File: config.mk
export PLATFORM = sky130hd
export DESIGN_NAME = uart_tx_core
export DESIGN_NICKNAME = d
export VERILOG_FILES = /design/src/rtl/uart_tx_pkg.sv /design/src/rtl/tx_hold.sv /design/src/rtl/tx_bit_timer.sv /design/src/rtl/tx_frame.sv /design/src/rtl/uart_tx_core.sv
export SDC_FILE = /design/constraint.sdc
export NUM_CORES = 1
export LEC_CHECK = 0
export ABC_AREA = 1
export BUFFER_PORTS_ARGS = -buffer_cell sky130_fd_sc_hd__buf_4
export CELL_PAD_IN_SITES_DETAIL_PLACEMENT = 1
export CELL_PAD_IN_SITES_GLOBAL_PLACEMENT = 1
export CORE_ASPECT_RATIO = 1.1
export CORE_MARGIN = 2
export CORE_UTILIZATION = 25
export CTS_BUF_LIST = sky130_fd_sc_hd__clkbuf_16
export CTS_CLUSTER_DIAMETER = 200
export DETAILED_ROUTE_END_ITERATION = 10
export GPL_ROUTABILITY_DRIVEN = 0
export PLACE_DENSITY = 0.51
export SYNTH_ARGS = -nofsm -noshare
export SYNTH_HDL_FRONTEND = slang
export SYNTH_HIERARCHICAL = 1
export SYNTH_SLANG_ARGS = --single-unit
File: constraint.sdc
create_clock -name clk -period 1.91 [get_ports clk]
set_input_delay 0.0955 -clock clk [delete_from_list [all_inputs] [get_ports clk]]
set_output_delay 0.0955 -clock clk [all_outputs]
set_load 0.01 [all_outputs]
File: src/rtl/uart_tx_pkg.sv
package uart_tx_pkg;
   typedef enum logic [2:0] {
      ST_IDLE  = 3'd0,
      ST_START = 3'd1,
      ST_DATA  = 3'd2,
      ST_PAR   = 3'd3,
      ST_STOP  = 3'd4
   } tx_state_e;
endpackage

File: src/rtl/tx_hold.sv
module tx_hold #(
   parameter int DATA_W = 8
) (
   input  logic              clk,
   input  logic              rst,
   input  logic              wr_stb,
   input  logic [DATA_W-1:0] wr_data,
   input  logic              take,
   output logic              full,
   output logic [DATA_W-1:0] data
);
   // a write in the same cycle as a take refills the slot
   always_ff @(posedge clk or posedge rst) begin
      if (rst) begin
         full <= 1'b0;
         data <= '0;
      end else if (wr_stb) begin
         full <= 1'b1;
         data <= wr_data;
      end else if (take) begin
         full <= 1'b0;
      end
   end
endmodule

File: src/rtl/tx_bit_timer.sv
module tx_bit_timer #(
   parameter int TICKS_PER_BIT = 16
) (
   input  logic clk,
   input  logic rst,
   input  logic clr,
   input  logic tick,
   output logic bit_done
);
   localparam int CNT_W = $clog2(TICKS_PER_BIT);
   localparam logic [CNT_W-1:0] LAST = CNT_W'(TICKS_PER_BIT - 1);

   logic [CNT_W-1:0] cnt;

   assign bit_done = tick && (cnt == LAST);

   always_ff @(posedge clk or posedge rst) begin
      if (rst) begin
         cnt <= '0;
      end else if (clr || bit_done) begin
         cnt <= '0;
      end else if (tick) begin
         cnt <= cnt + 1'b1;
      end
   end
endmodule

File: src/rtl/tx_frame.sv
module tx_frame
   import uart_tx_pkg::*;
#(
   parameter int DATA_W = 8,
   parameter int MIN_W  = 5,
   parameter int WLEN_W = 2
) (
   input  logic              clk,
   input  logic              rst,
   input  logic              tx_en,
   input  logic              bit_done,
   input  logic              hold_full,
   input  logic [DATA_W-1:0] hold_data,
   input  logic [WLEN_W-1:0] cfg_wlen,
   input  logic              cfg_par_en,
   input  logic              cfg_par_even,
   input  logic              cfg_stop2,
   output logic              take,
   output logic              tmr_clr,
   output logic              busy,
   output logic              line_bit
);
   localparam int IDX_W = $clog2(DATA_W);

   tx_state_e         state;
   logic [DATA_W-1:0] shreg;
   logic [IDX_W-1:0]  idx;
   logic [IDX_W-1:0]  last_idx;
   logic              par_on;
   logic              par_bit;
   logic              stop_more;

   logic [IDX_W-1:0]  last_idx_in;
   logic [DATA_W-1:0] keep;
   logic [DATA_W-1:0] masked;
   logic              start_ok;

   assign last_idx_in = IDX_W'(MIN_W - 1) + IDX_W'(cfg_wlen);

   // per-bit length mask, one comparator per data bit position
   for (genvar i = 0; i < DATA_W; i++) begin : g_keep
      assign keep[i] = (IDX_W'(i) <= last_idx_in);
   end

   assign masked   = hold_data & keep;
   assign start_ok = tx_en && hold_full;
   assign take     = start_ok &&
                     ((state == ST_IDLE) ||
                      (state == ST_STOP && bit_done && !stop_more));
   assign tmr_clr  = take || !tx_en || (state == ST_IDLE);
   assign busy     = (state != ST_IDLE);

   always_comb begin
      case (state)
         ST_START: line_bit = 1'b0;
         ST_DATA:  line_bit = shreg[0];
         ST_PAR:   line_bit = par_bit;
         default:  line_bit = 1'b1;
      endcase
   end

   always_ff @(posedge clk or posedge rst) begin
      if (rst) begin
         state     <= ST_IDLE;
         shreg     <= '0;
         idx       <= '0;
         last_idx  <= '0;
         par_on    <= 1'b0;
         par_bit   <= 1'b0;
         stop_more <= 1'b0;
      end else if (!tx_en) begin
         state     <= ST_IDLE;
         stop_more <= 1'b0;
      end else if (take) begin
         state     <= ST_START;
         shreg     <= masked;
         idx       <= '0;
         last_idx  <= last_idx_in;
         par_on    <= cfg_par_en;
         par_bit   <= cfg_par_even ? (^masked) : ~(^masked);
         stop_more <= cfg_stop2;
      end else if (bit_done) begin
         case (state)
            ST_START: begin
               state <= ST_DATA;
               idx   <= '0;
            end
            ST_DATA: begin
               shreg <= shreg >> 1;
               if (idx == last_idx) begin
                  state <= par_on ? ST_PAR : ST_STOP;
               end else begin
                  idx <= idx + 1'b1;
               end
            end
            ST_PAR:  state <= ST_STOP;
            ST_STOP: begin
               if (stop_more) stop_more <= 1'b0;
               else           state     <= ST_IDLE;
            end
            default: state <= ST_IDLE;
         endcase
      end
   end
endmodule

File: src/rtl/uart_tx_core.sv
module uart_tx_core #(
   parameter int DATA_W        = 8,
   parameter int MIN_W         = 5,
   parameter int TICKS_PER_BIT = 16,
   localparam int WLEN_W       = $clog2(DATA_W - MIN_W + 1)
) (
   input  logic              clk,
   input  logic              rst,
   input  logic              tick16,
   input  logic              tx_en,
   input  logic              loop_mode,
   input  logic              cts_n,
   input  logic              wr_stb,
   input  logic [DATA_W-1:0] wr_data,
   input  logic [WLEN_W-1:0] cfg_wlen,
   input  logic              cfg_par_en,
   input  logic              cfg_par_even,
   input  logic              cfg_stop2,
   output logic              txd,
   output logic              loop_sdata,
   output logic              hold_empty,
   output logic              all_empty
);
   if (TICKS_PER_BIT < 2) begin : g_bad_ticks
      $error("TICKS_PER_BIT must be at least 2");
   end
   if (MIN_W < 1 || MIN_W >= DATA_W) begin : g_bad_width
      $error("MIN_W must lie in 1 .. DATA_W-1");
   end

   logic              hold_full;
   logic [DATA_W-1:0] hold_data;
   logic              take;
   logic              tmr_clr;
   logic              bit_done;
   logic              frm_busy;
   logic              line_bit;

   tx_hold #(.DATA_W(DATA_W)) u_hold (
      .clk     (clk),
      .rst     (rst),
      .wr_stb  (wr_stb),
      .wr_data (wr_data),
      .take    (take),
      .full    (hold_full),
      .data    (hold_data)
   );

   tx_bit_timer #(.TICKS_PER_BIT(TICKS_PER_BIT)) u_timer (
      .clk      (clk),
      .rst      (rst),
      .clr      (tmr_clr),
      .tick     (tick16),
      .bit_done (bit_done)
   );

   tx_frame #(.DATA_W(DATA_W), .MIN_W(MIN_W), .WLEN_W(WLEN_W)) u_frame (
      .clk          (clk),
      .rst          (rst),
      .tx_en        (tx_en),
      .bit_done     (bit_done),
      .hold_full    (hold_full),
      .hold_data    (hold_data),
      .cfg_wlen     (cfg_wlen),
      .cfg_par_en   (cfg_par_en),
      .cfg_par_even (cfg_par_even),
      .cfg_stop2    (cfg_stop2),
      .take         (take),
      .tmr_clr      (tmr_clr),
      .busy         (frm_busy),
      .line_bit     (line_bit)
   );

   assign loop_sdata = frm_busy ? line_bit : 1'b1;
   assign txd        = (loop_mode || !tx_en || !frm_busy) ? 1'b1 : line_bit;
   assign hold_empty = !hold_full;
   assign all_empty  = !hold_full && !frm_busy;
endmodule

==> flow_summary.ini, run 1 <==
[outcome]
result_of_the_run = finished, final reports clean

[critical_path]
start_kind = flip-flop
cp_top_family = simple AND/OR/NAND/NOR gates
crit_path_top_delay_cell = dfrtp_1
crit_buf_inv = 2
critical_path_class = reg2out
max_stage_delay_ns = 0.41
crit_path_cell_trace = inv_2, nor3_1, o221ai_1, nor2_2, nand2_1, buf_4
worstPathMaxFanout = 4
timing.critical_path.required_ns = 1.81
arrival_ns = 1.63
type_of_element_capturing_the_critical_path = primary output

[synth]
largest_cells_by_area_after_synthesis = dfrtp_1 42%, nand2_1 21%, inv_1 7.5%, nand3_1 6.7%, o21ai_1 3.3%
post_synth_inst_count = 282
syn-num-nets = 304
ys_types = 24
synthDominantAreaCellType = dfrtp_1
fraction_of_the_yosys_area_taken_by_sequential_cells = 0.424
yosys_register_bits = 33
synthesis.area_per_instance_um2 = 6.91
warnings_synthesis = 6
yosys_top_cell_area_share = 0.424
synthesized_cell_area_um2 = 1950

[clock_tree]
cts.path.max_buffers = 2
htree_levels = 2
tritoncts.num_buffers = 5
clkSinkCount = 33
clock_insertion_delay_worst_skew_ns = 0.28
post_cts_setup_driven_buffer_insertion_count = 0
clk_root_buffer_cell = clkbuf_16
cts_tree = done
worst_setup_hold_path_clk_slew_ns = 0.05

[place]
place_area_um2 = 2260
hpwl_mm = 3.59
port_buffers = 22
dpl_worst_slack_ns = 0.219

[drt]
post_drt_wl_per_cell_um = 11.2
drt_pass1_iterations = 4
detail_route.iter0.violations = 55
detail_route.wirelength_mm = 4.69
antenna_violating_nets_left = 0
via_count = 1786
remaining_drc_errors = 0
vias_per_cell = 4.26

[sta]
fin_worst_hold_slack_ns = 0.0117
min_period_ns = 1.72
final.setup_skew_ns = 0.00397
unrepaired_setup_endpoints_after_global_routing = no
worst_slack_ns = 0.189
report.final.hold_viol_count = 0
setup-violations-final = 0
layout_worst_path_cycle_share = 0.901
timing.slew.headroom = 0.757
maxSlewViolCount = 0
worst_pin_slew_ns = 0.364
fmax_mhz = 581
finalSetupTns_ns = 0

[final_layout]
num-nets-final = 335
most_used_cells_in_the_layout_excluding_fill_and_tap_cells = 109 x nand2_1, 41 x inv_1, 33 x dfrtp_1
stdcell_area_um2 = 2410
final_common_cell = nand2_1
fill_cells = 975
diodes = 0
final_layout_size_suffix_gt1_frac = 0.169
flow.area_growth_from_synthesis_pct = 23.6

[floorplanning]
core_area_um2 = 7510
die_h_um = 96.6
initial_utilization = 0.259
design.die.area_um2 = 8520
chipWidth_um = 88.2
rows = 33
io_pins = 24

[grt]
grt_first_pass_wirelength_mm = 8.71
global_route_usage_sum = 0.127
grt_overflow_total = 0
first_global_vias = 1953
number_of_antenna_violations_at_the_first_check_in_global_routing = 0
grt_max_degree = 21

[power]
powerDensity_nw_per_um2 = 869
peakVddDrop_mv = 0.273
static-leakage-power_nw = 1.32

[min_path]
timing.hold.worst.class = in2reg

[flow_run]
maxCapViolations = 0
[timing repair]
action,in CTS,in global routing
gates resized for setup,0,3
hold buffers,1,0
endpoints found under the setup margin,0,3
endpoints found under the hold margin,33,0
[sequential cells by signal, indices dropped and copies added (netlist names)]
signal,cells
u_timer/cnt,4
u_hold/data,8
u_frame/state,3
u_frame/shreg,8
u_hold/full,1
u_frame/last_idx,3
u_frame/par_bit,1
u_frame/stop_more,1
u_frame/par_on,1
u_frame/idx,3
[layer usage]
metal  vias to the layer above  share of wire  global-route usage
met5                         -              0                   0
met3                         2          0.025              0.0273
met2                        16           0.48               0.208
met1                       828           0.49               0.165
li1                        940              -                   -
met4                         0         0.0085              0.0385
[metrics by stage]
stage / cells / power [mW] / utilization
floorplan: 282 / 1.18 / -
detailed placement: 410 / 1.34 / 0.301
CTS: 419 / 2.15 / 0.321
global placement: 410 / 1.33 / 0.301
finish: 419 / 2.09 / 0.321
global route: 419 / 2.26 / 0.321
[worst paths after layout]
| check | start | to | slack, ns | cells past startpoint |
|---|---|---|---|---|
| worst min register to register | u_frame/last_idx[2] | u_frame/last_idx[2] | 0.49 | 2 |
| max in group asynchronous | rst | u_frame/shreg[0] | 1.25 | 4 |
| min in group asynchronous | rst | u_timer/cnt[2] | 0.29 | 3 |
| worst max register to register | u_timer/cnt[1] | u_frame/shreg[4] | 0.23 | 9 |
| worst max-delay path | u_frame/state[0] | txd | 0.19 | 6 |
| worst min-delay path | wr_data[0] | u_hold/data[0] | 0.01 | 3 |
[tightest hold or removal path: cells and delay by family]
family / cells / cell delay, ns
and+or+nand+nor: 2 / 0.09
buffers and inverters: 1 / 0.07
[power by group]
group          switching, mW  total (mW)  internal (mW)
combinational          0.264       0.451          0.187
clock                  0.296       0.769          0.473
sequential            0.0730       0.872          0.799
[area by class of cell]
| cell class | count | area [um^2] | share of cell area |
|---|---|---|---|
| flip-flops and latches | 33 | 826 | 0.343 |
| inverters | 45 | 170 | 0.0706 |
| clock buffers | 5 | 125 | 0.0519 |
| repair buffers | 29 | 233 | 0.0966 |
| well taps | 105 | 131 | 0.0545 |
| clock inverters | 3 | 15.0 | 0.00623 |
| multi-input cells | 199 | 908 | 0.377 |
[cells in the mapped netlist]
master,number
inv_2,5
nand4_1,4
ha_1,2
nor2_1,14
o21ai_1,13
nand3_1,26
nand3_2,1
xnor2_1,1
a21oi_2,2
dfrtp_1,33
nor2_4,1
nor2_2,4
nor3_1,3
nand2_2,4
buf_6,2
nand2_4,1
o221ai_1,1
o21ai_0,8
clkinv_2,1
xor2_1,1
inv_1,39
buf_4,3
a21oi_1,4
nand2_1,109
[logic make-up after synthesis]
logic type | count (synthesis) | share of synthesized area
simple gates | 167 | 0.366
buf+inv | 50 | 0.110
flops | 33 | 0.424
compound gates | 28 | 0.0777
xor+xnor | 2 | 0.00899
fa+ha+maj | 2 | 0.0128
No activity file was read; power rests on OpenSTA's default activity.
==> inputs of run 2 (changes only) <==
Settings changed: MAX_ROUTING_LAYER from default to met4.
Clock period 1.91 ns to 1.7 ns, I/O delays scaled along.
==> run 2 against run 1 <==
Total power is 15% higher. Combinational power increased by 22%. Clock skew rose by 0.00074 ns. Final area grew 5.5%. Largest power group unchanged.
==> flow_summary.ini, run 2 (same netlist as run 1, synthesis figures left out) <==
[outcome]
result_of_the_run = finished, final reports clean

[sta]
setup-violations-final = 0
unrepaired_setup_endpoints_after_global_routing = yes
min_period_ns = 1.63
final.setup_skew_ns = 0.00471
fin_worst_hold_slack_ns = 0.00468
layout_worst_path_cycle_share = 0.957
maxSlewViolCount = 0
worst_pin_slew_ns = 0.360
timing.slew.headroom = 0.760
report.final.hold_viol_count = 0
fmax_mhz = 615

[final_layout]
num-nets-final = 344
stdcell_area_um2 = 2540
most_used_cells_in_the_layout_excluding_fill_and_tap_cells = 106 x nand2_1, 38 x inv_1, 33 x dfrtp_1
fill_cells = 973
multi_input_comb_area_um2 = 953
layout.core_utilization = 0.338
final-seq-area_um2 = 826
diodes = 0
flow.area_growth_from_synthesis_pct = 30.3
final_cell_count_no_fill = 428
reg_top3 = u_frame/shreg (8), u_hold/data (8), u_timer/cnt (4)
final_layout_size_suffix_gt1_frac = 0.211
final_common_cell = nand2_1

[floorplanning]
chipWidth_um = 88.2
initial_utilization = 0.259
rows = 33
die_h_um = 96.6
io_pins = 24
core_area_um2 = 7510
design.die.area_um2 = 8520

[power]
p_int_mw = 1.67
static-leakage-power_nw = 1.37
clock_power_share = 0.368
powerDensity_nw_per_um2 = 950
sw_frac_of_total = 0.307
sequentialPowerShare = 0.405
power_switching_uw = 741
comb_power_share = 0.227
power.total_mw = 2.41
peakVddDrop_mv = 0.295

[critical_path]
crit_path_top_delay_cell = dfrtp_1
max_stage_delay_ns = 0.40
start_kind = flip-flop
crit_path_cell_trace = ha_2, nand2_2, nor2_4, nand3_2, nand2_2, a21oi_2, nand2_2, inv_4, nand2_4, a21oi_1, nor2_1
arrival_ns = 1.79
timing.critical_path.mode_cell = nand2_2
timing.critical_path.required_ns = 1.86
type_of_element_capturing_the_critical_path = flip-flop
worstPathMaxFanout = 5
setup.reg_to_reg.worst_slack_ns = 0.07
critical_path_class = reg2reg

[grt]
first_global_vias = 1870
global_route_usage_sum = 0.132
number_of_antenna_violations_at_the_first_check_in_global_routing = 0
grt_first_pass_wirelength_mm = 8.69
grt_overflow_total = 0
grt_max_degree = 22

[clock_tree]
cts_tree = done
clk_root_buffer_cell = clkbuf_16
htree_levels = 2
cts.path.max_buffers = 2
clkSinkCount = 33
clock_insertion_delay_worst_skew_ns = 0.28
tritoncts.num_buffers = 5
worst_setup_hold_path_clk_slew_ns = 0.06

[drt]
antenna_violating_nets_left = 0
post_drt_wl_per_cell_um = 11.2
vias_per_cell = 4.22
detail_route.wirelength_mm = 4.78
via_count = 1807
remaining_drc_errors = 0
drt_pass1_iterations = 4
detail_route.iter0.violations = 36

[place]
hpwl_mm = 3.66
cell_count_after_placement = 413
place_area_um2 = 2280
port_buffers = 22

[flow_run]
maxCapViolations = 0

[min_path]
timing.hold.worst.class = in2reg
## run 2: cell count changes in the layout (fill, tap and decap cells not counted), sizes merged
cell | previous run | this run
clkinv | 1 | 3
dlygate4sd3 | 1 | 5
buf | 28 | 33
inv | 46 | 44
## run 2: through the flow
| stage | TNS (ns) | setup slack (ns) |
|---|---|---|
| global route | -0.153 | -0.0382 |
| detailed placement | -0.0178 | -0.0178 |
| CTS | 0 | 0.0149 |
| global placement | 0 | 0.0393 |
| finish | 0 | 0.0732 |
| floorplan | 0 | 0.0339 |
## run 2: area by class of cell
class / instances / area share
clock buffer: 5 / 0.0493
multi-input combinational: 199 / 0.375
inverter: 45 / 0.0680
timing repair buffer: 38 / 0.124
tap: 105 / 0.0517
sequential: 33 / 0.325
clock inverter: 3 / 0.00690
## run 2: repair_timing
item / CTS / global route
pin swaps: 0 / 4
hold buffers: 5 / 0
resized for setup: 1 / 14
endpoints found under the hold margin: 37 / 0
gates cloned: 0 / 0
endpoints found under the setup margin: 2 / 17
buffers inserted: 0 / 2
## run 2: critical path: cells and delay by family (launching register included)
kind / cells / cell delay, ns
and+or+nand+nor: 7 / 0.52
AOI/OAI and AO/OA: 2 / 0.29
DFF: 1 / 0.40
buffers and inverters: 1 / 0.09
adders and majority gates: 1 / 0.21
## run 2: power groups by stage
stage                     combinational [mW]  clock (mW)  sequential [mW]
after floorplan                        0.361           0            0.967
after global placement                 0.520           0            0.989
after detailed placement               0.526           0            0.992
after CTS                              0.539       0.921            0.979
after global routing                   0.652       0.981            0.996
final                                  0.549       0.887            0.977
## run 2: path summary, 6_finish.rpt
path | endpoint | cells after the start | start
worst max-delay path | u_timer/cnt[2] | 11 | u_timer/cnt[1]
worst min-delay path | u_hold/data[2] | 3 | wr_data[2]
worst max register to register | u_timer/cnt[2] | 11 | u_timer/cnt[1]
worst min register to register | u_frame/last_idx[2] | 2 | u_frame/last_idx[2]
max in group asynchronous | u_frame/idx[1] | 4 | rst
min in group asynchronous | u_timer/cnt[0] | 3 | rst
## run 2: layer usage
metal  track usage  part of all wire
met1         0.171              0.47
met4        0.0455             0.015
met3        0.0282             0.024
met2         0.205              0.49
met5             -                 0
